<file path="src/rtl/wordrat_pkg.sv">
package wordrat_pkg;
   typedef enum logic [1:0] {
      OPK_CONST = 2'd0,
      OPK_REG   = 2'd1,
      OPK_SLOT  = 2'd2,
      OPK_RSVD  = 2'd3
   } opnd_kind_e;
endpackage

</file>
<file path="src/rtl/wordrat_entry.sv">
module wordrat_entry #(
   parameter int SLOT_W = 2
) (
   input  logic              clk,
   input  logic              rst_n,
   input  logic              clear_i,
   input  logic              wr_hit_i,
   input  logic              rd_hit_i,
   input  logic [SLOT_W-1:0] slot_i,
   output logic              wv_o,
   output logic [SLOT_W-1:0] wa_o,
   output logic              rv_o,
   output logic [SLOT_W-1:0] ra_o
);
   logic rv_live;
   assign rv_live = rv_o && !clear_i;

   always_ff @(posedge clk or negedge rst_n) begin
      if (!rst_n) begin
         wv_o <= 1'b0;
         wa_o <= '0;
         rv_o <= 1'b0;
         ra_o <= '0;
      end else begin
         if (clear_i) begin
            wv_o <= 1'b0;
            rv_o <= 1'b0;
         end
         if (wr_hit_i) begin
            wv_o <= 1'b1;
            wa_o <= slot_i;
         end
         if (rd_hit_i && !rv_live) begin
            rv_o <= 1'b1;
            ra_o <= slot_i;
         end
      end
   end
endmodule

</file>
<file path="src/rtl/wordrat_xlate.sv">
module wordrat_xlate #(
   parameter int NUM_REGS = 16,
   parameter int SLOT_W   = 2,
   parameter int VAL_W    = 8,
   parameter int REG_W    = 4
) (
   input  logic [1:0]               kind_i,
   input  logic [VAL_W-1:0]         val_i,
   input  logic [NUM_REGS-1:0]      wv_view_i,
   input  logic [NUM_REGS*SLOT_W-1:0] wa_i,
   output logic [1:0]               kind_o,
   output logic [VAL_W-1:0]         val_o,
   output logic                     rd_req_o,
   output logic [REG_W-1:0]         rd_idx_o
);
   import wordrat_pkg::*;

   always_comb begin
      rd_idx_o = val_i[REG_W-1:0];
      kind_o   = kind_i;
      val_o    = val_i;
      rd_req_o = 1'b0;
      if (kind_i == OPK_REG) begin
         if (wv_view_i[rd_idx_o]) begin
            kind_o = OPK_SLOT;
            val_o  = VAL_W'(wa_i[rd_idx_o*SLOT_W +: SLOT_W]);
         end else begin
            rd_req_o = 1'b1;
         end
      end
   end
endmodule

</file>
<file path="src/rtl/wordrat.sv">
module wordrat #(
   parameter int NUM_REGS  = 16,
   parameter int NUM_SLOTS = 4,
   parameter int VAL_W     = 8,
   localparam int REG_W    = $clog2(NUM_REGS),
   localparam int SLOT_W   = (NUM_SLOTS > 1) ? $clog2(NUM_SLOTS) : 1
) (
   input  logic                       clk,
   input  logic                       rst_n,
   input  logic                       start_i,
   input  logic                       uop_valid_i,
   input  logic [SLOT_W-1:0]          uop_slot_i,
   input  logic [1:0]                 src_a_kind_i,
   input  logic [VAL_W-1:0]           src_a_val_i,
   input  logic [1:0]                 src_b_kind_i,
   input  logic [VAL_W-1:0]           src_b_val_i,
   input  logic                       dst_en_i,
   input  logic [REG_W-1:0]           dst_reg_i,
   output logic [1:0]                 src_a_kind_o,
   output logic [VAL_W-1:0]           src_a_val_o,
   output logic [1:0]                 src_b_kind_o,
   output logic [VAL_W-1:0]           src_b_val_o,
   output logic [NUM_REGS-1:0]        wr_mask_o,
   output logic [NUM_REGS*SLOT_W-1:0] wr_slot_o,
   output logic [NUM_REGS-1:0]        rd_mask_o,
   output logic [NUM_REGS*SLOT_W-1:0] rd_slot_o
);
   generate
      if (NUM_REGS < 2 || NUM_REGS != (1 << REG_W)) begin : g_bad_regs
         $error("wordrat: NUM_REGS must be a power of two, at least 2");
      end
      if (VAL_W < REG_W || VAL_W < SLOT_W) begin : g_bad_val
         $error("wordrat: VAL_W too narrow for a register or slot number");
      end
   endgenerate

   logic [NUM_REGS-1:0] wv_view;
   logic                rd_a_req, rd_b_req;
   logic [REG_W-1:0]    rd_a_idx, rd_b_idx;

   assign wv_view = start_i ? '0 : wr_mask_o;

   wordrat_xlate #(
      .NUM_REGS(NUM_REGS), .SLOT_W(SLOT_W), .VAL_W(VAL_W), .REG_W(REG_W)
   ) xlate_a_i (
      .kind_i(src_a_kind_i), .val_i(src_a_val_i),
      .wv_view_i(wv_view), .wa_i(wr_slot_o),
      .kind_o(src_a_kind_o), .val_o(src_a_val_o),
      .rd_req_o(rd_a_req), .rd_idx_o(rd_a_idx)
   );

   wordrat_xlate #(
      .NUM_REGS(NUM_REGS), .SLOT_W(SLOT_W), .VAL_W(VAL_W), .REG_W(REG_W)
   ) xlate_b_i (
      .kind_i(src_b_kind_i), .val_i(src_b_val_i),
      .wv_view_i(wv_view), .wa_i(wr_slot_o),
      .kind_o(src_b_kind_o), .val_o(src_b_val_o),
      .rd_req_o(rd_b_req), .rd_idx_o(rd_b_idx)
   );

   generate
      for (genvar gi = 0; gi < NUM_REGS; gi++) begin : g_ent
         logic wr_hit, rd_hit;
         assign wr_hit = uop_valid_i && dst_en_i && (dst_reg_i == REG_W'(gi));
         assign rd_hit = uop_valid_i &&
                         ((rd_a_req && (rd_a_idx == REG_W'(gi))) ||
                          (rd_b_req && (rd_b_idx == REG_W'(gi))));
         wordrat_entry #(.SLOT_W(SLOT_W)) ent_i (
            .clk(clk), .rst_n(rst_n), .clear_i(start_i),
            .wr_hit_i(wr_hit), .rd_hit_i(rd_hit), .slot_i(uop_slot_i),
            .wv_o(wr_mask_o[gi]), .wa_o(wr_slot_o[gi*SLOT_W +: SLOT_W]),
            .rv_o(rd_mask_o[gi]), .ra_o(rd_slot_o[gi*SLOT_W +: SLOT_W])
         );
      end
   endgenerate
endmodule

</file>
<file path="config.mk">
export PLATFORM = sky130hd
export DESIGN_NAME = wordrat
export DESIGN_NICKNAME = d
export VERILOG_FILES = /design/src/rtl/wordrat_pkg.sv /design/src/rtl/wordrat_entry.sv /design/src/rtl/wordrat_xlate.sv /design/src/rtl/wordrat.sv
export SDC_FILE = /design/constraint.sdc
export NUM_CORES = 1
export LEC_CHECK = 0
export BUFFER_PORTS_ARGS = -buffer_cell sky130_fd_sc_hd__buf_2
export CAP_MARGIN = 15
export CORE_MARGIN = 2
export CORE_UTILIZATION = 50
export CTS_CLUSTER_DIAMETER = 40
export DETAILED_ROUTE_END_ITERATION = 6
export MAX_ROUTING_LAYER = met4
export PLACE_DENSITY = 0.77
export SYNTH_ARGS = -nofsm -noshare
export SYNTH_HDL_FRONTEND = slang
export SYNTH_SLANG_ARGS = --single-unit
</file>
<file path="constraint.sdc">
create_clock -name clk -period 4.4 [get_ports clk]
set_clock_uncertainty 0.15 [all_clocks]
set_input_delay 0.44 -clock clk [delete_from_list [all_inputs] [get_ports clk]]
set_output_delay 0.44 -clock clk [all_outputs]
set_load 0.1 [all_outputs]
</file>
==> summary by stage <==
STA
Setup repair after global routing left no endpoint under its margin. The final count of pins violating max slew is 0. The relative slew slack is 38.1%. The transition time at the pin with the least slew margin is 0.919 ns.

Subtracting the final worst setup slack from the clock period gives 3.60 ns. The final worst-path cycle share is 81.9%. The final hold violation count is 0.

The upper clock frequency limit is 0.277 GHz. After layout, the worst setup slack is 0.796 ns. Setup violations remaining at the end of the flow were counted as 0.

Adding up every negative setup slack in the final design gives 0 ns.

Clocking
TritonCTS built the clock tree. For the worst-skew pair, the clock arrives at the later sink with an insertion delay of 0.36 ns. Counting the buffers created by CTS gives 9. Counting along the longest clock path gives a buffer depth of 2.

The register clock-pin slew on the reported worst setup and hold paths is 0.09 ns. The level count of the clock H-tree is 3. The clock net sink count is 96. The clock root buffer is clkbuf_8. The number of gates given a new drive strength after cts is 0.

Synthesis
The async set or reset register ratio after synthesis is 100%. The main flop type after synthesis is dfrtp_1. The count of flip-flops with a built-in enable after synthesis is 0. Averaged over all synthesized cells, the footprint is 12.0 um^2. Synthesis produced a netlist whose cell count is 436.

Counting every net in the synthesized netlist gives 467. The area of the mapped netlist is 0.00522 mm^2. The flip-flop and latch count after synthesis is 96. The synthesis warning total is 0. The number of different library cells used by synthesis comes to 43. Of the synthesized area, sequential elements account for 46.1%.

Route
The detailed router finished its first iteration with 242 violations. The average wire per cell in the routed design is 20.2 um. After detailed routing, the number of remaining DRC violations is 0. For this block, the via count after detailed routing is 3986. The via density per instance is 5.84. The remaining number of nets flagged by the antenna check after routing is 0. The number of iterations in the first detailed-routing pass is 4. The aggregate routed wire length is 13800 um.

Worst setup path
The kind of start point of the critical path is a primary input. The start-to-end type of the worst setup path is in2out. The top fanout value on the critical path is 21. The signal arrival time at the worst endpoint is 3.01 ns. The critical path required time is 3.81 ns. STA classifies the critical path endpoint as an output pin.

Floorplanning
The total number of placement rows is 37. Once the floorplan was initialized, standard cells occupied 51.0% of the core. The die is 106 um wide. Pin placement for this block handled 147 I/O pins. From bottom edge to top edge, the die measures 106 um. The die covers 0.0113 mm^2. After floorplanning, the core was sized to cover 0.0102 mm^2.

Final layout
With fillers left out, the area of the finished cells amounts to 0.00600 mm^2. The number of filler cells placed in the layout is 871. The repair_antennas step left the layout with diodes totalling 0. The area taken by flip-flops and latches is 0.00240 mm^2.

The share of final-layout standard cells stronger than drive strength 1 is 47.3%. Cells fill 58.7% of the core in the end. The number of nets in the layout is 574. The area growth from synthesis to layout is 15.1%. The area of the multi-input gates is 0.00245 mm^2.

Global route
The first-pass GRT wire length is 21500 um. Global routing used 25.7% of the available tracks. Entering global routing, the biggest net connects 60 pins.

The via count of the first global-routing pass is 3940. The number of antenna violations at the first check in global routing is 0. The total overflow reported by the global router is 0.

Power
The switching power is 1.67 mW. Net switching is 51.1% of the power. IR analysis of the VDD net gives a maximum drop of 0.000424 V. The part of the power in the clock network is 18.5%. Dividing total power by cell area gives a power density of 546 mW/mm^2. The leakage power figure is 3.11 nW. The cell internal power dissipation is 1.60 mW. After layout, the design draws a total of 3.28 mW. In this run, flip-flops and latches consume 34.0% of the power.

Combinational logic burns 47.4% of the power.

Placement
In this run the tool buffered the top-level ports with 146 buffer cells. The instance area after placement is 0.00579 mm^2. The post-detailed-placement half-perimeter wirelength is 10400 um. Routability-driven placement finished with a final weighted congestion of 0.914.

The pre-CTS setup slack is 0.850 ns.

Job
The number of max-cap violations is 0.

Min path
The tightest min-delay check is of the in2reg type.

Status
The flow ran to the end, and the final reports show no timing, DRC or antenna violations.
placed cells by master, fill, tap and decap left out, types with 2 or more instances in the layout:
master	instances
buf_2	145
dfrtp_1	96
mux2_2	68
nand2_1	52
mux4_2	18
mux2i_1	16
o32ai_1	16
and3_1	15
nor2_1	14
a21o_1	12
clkbuf_8	12
nor2b_1	11
nand2b_1	8
inv_1	7
o21ai_0	5
o221ai_1	4
nand4_1	3
o22ai_2	3
and2b_1	3
nand3b_1	3
nand3_1	3
or3_1	3
or2_2	2
nor3_1	2
mux4_1	2
or3b_2	2
or4_1	2
buf_4	2
critical path, stage by stage:
cell      delay, ns
buf_2          0.47
mux2i_1        0.16
o221ai_1       0.49
nand4_1        0.30
nor2_2         0.45
mux2_2         0.40
buf_2          0.29
Yosys cell counts (4+ instances only):
master	n	area, um^2
nand2b_1	8	50.1
dfrtp_1	96	2400
and3_1	15	93.8
a21o_1	12	90.1
buf_4	33	248
nor2_1	14	52.6
o21ai_0	5	25.0
nor2b_1	11	68.8
inv_1	7	26.3
o32ai_1	16	140
o221ai_1	4	35.0
mux4_2	18	405
nand2_1	52	195
clkbuf_1	15	56.3
mux2i_1	16	160
mux2_2	68	766
metal layers:
metal | up-vias | GRT usage, % | share of wire, %
met3 | 15 | 3.31 | 7.0
met4 | 0 | 8.65 | 1.1
li1 | 1771 | - | -
met5 | - | - | 0
met1 | 2027 | 35.3 | 43
met2 | 173 | 39.9 | 49
final cells by class:
cell class / instances / area share (%)
flip-flops and latches: 96 / 40.0
clock inverters: 2 / 0.646
inverters: 8 / 0.500
clock buffers: 12 / 2.75
multi-input cells: 280 / 40.7
repair buffers: 148 / 12.5
well taps: 136 / 2.83
final timing paths:
path	depth (start not counted)	to	slack [ns]	startpoint
max	7	src_b_val_o[0]	0.80	src_b_val_i[0]
min	2	g_ent[4].ent_i.wv_o	0.25	start_i
max reg2reg	5	g_ent[2].ent_i.ra_o[0]	2.18	g_ent[0].ent_i.wv_o
min reg2reg	2	g_ent[1].ent_i.rv_o	0.34	g_ent[1].ent_i.rv_o
max in group asynchronous	3	g_ent[14].ent_i.ra_o[0]	2.61	rst_n
min in group asynchronous	2	g_ent[0].ent_i.ra_o[1]	0.51	rst_n
registers in the layout, summed over array words and instances, names as in the netlist:
signal and cells:
g_ent.ent_i.ra_o 32, g_ent.ent_i.wa_o 32, g_ent.ent_i.rv_o 16, g_ent.ent_i.wv_o 16
power groups by stage:
stage	Combinational (mW)	Sequential [mW]	Clock, mW
final	1.55	1.11	0.606
after global routing	1.59	1.13	0.654
after CTS	1.56	1.11	0.612
after detailed placement	1.56	1.13	0
after global placement	1.55	1.12	0
after floorplan	0.421	2.01	0
metrics by stage:
| stage | hold WS [ns] | cells |
|---|---|---|
| 2_1_floorplan | -0.00559 | 436 |
| 3_3_place_gp | 0.317 | 667 |
| 3_5_place_dp | 0.323 | 667 |
| 4_1_cts | 0.239 | 682 |
| 5_1_grt | 0.238 | 682 |
| 6_report | 0.251 | 682 |
cells by family after synthesis:
group	share of synthesized area [%]
mux	26.8
flops	46.1
simple gates	12.6
compound gates	7.51
buf+inv	7.03
timing repair:
item                                   CTS  global route
hold buffers                             1             0
endpoints found under the hold margin    2             0
buffers inserted                         0             0
Note: power is estimated with default switching activity, not from simulation.
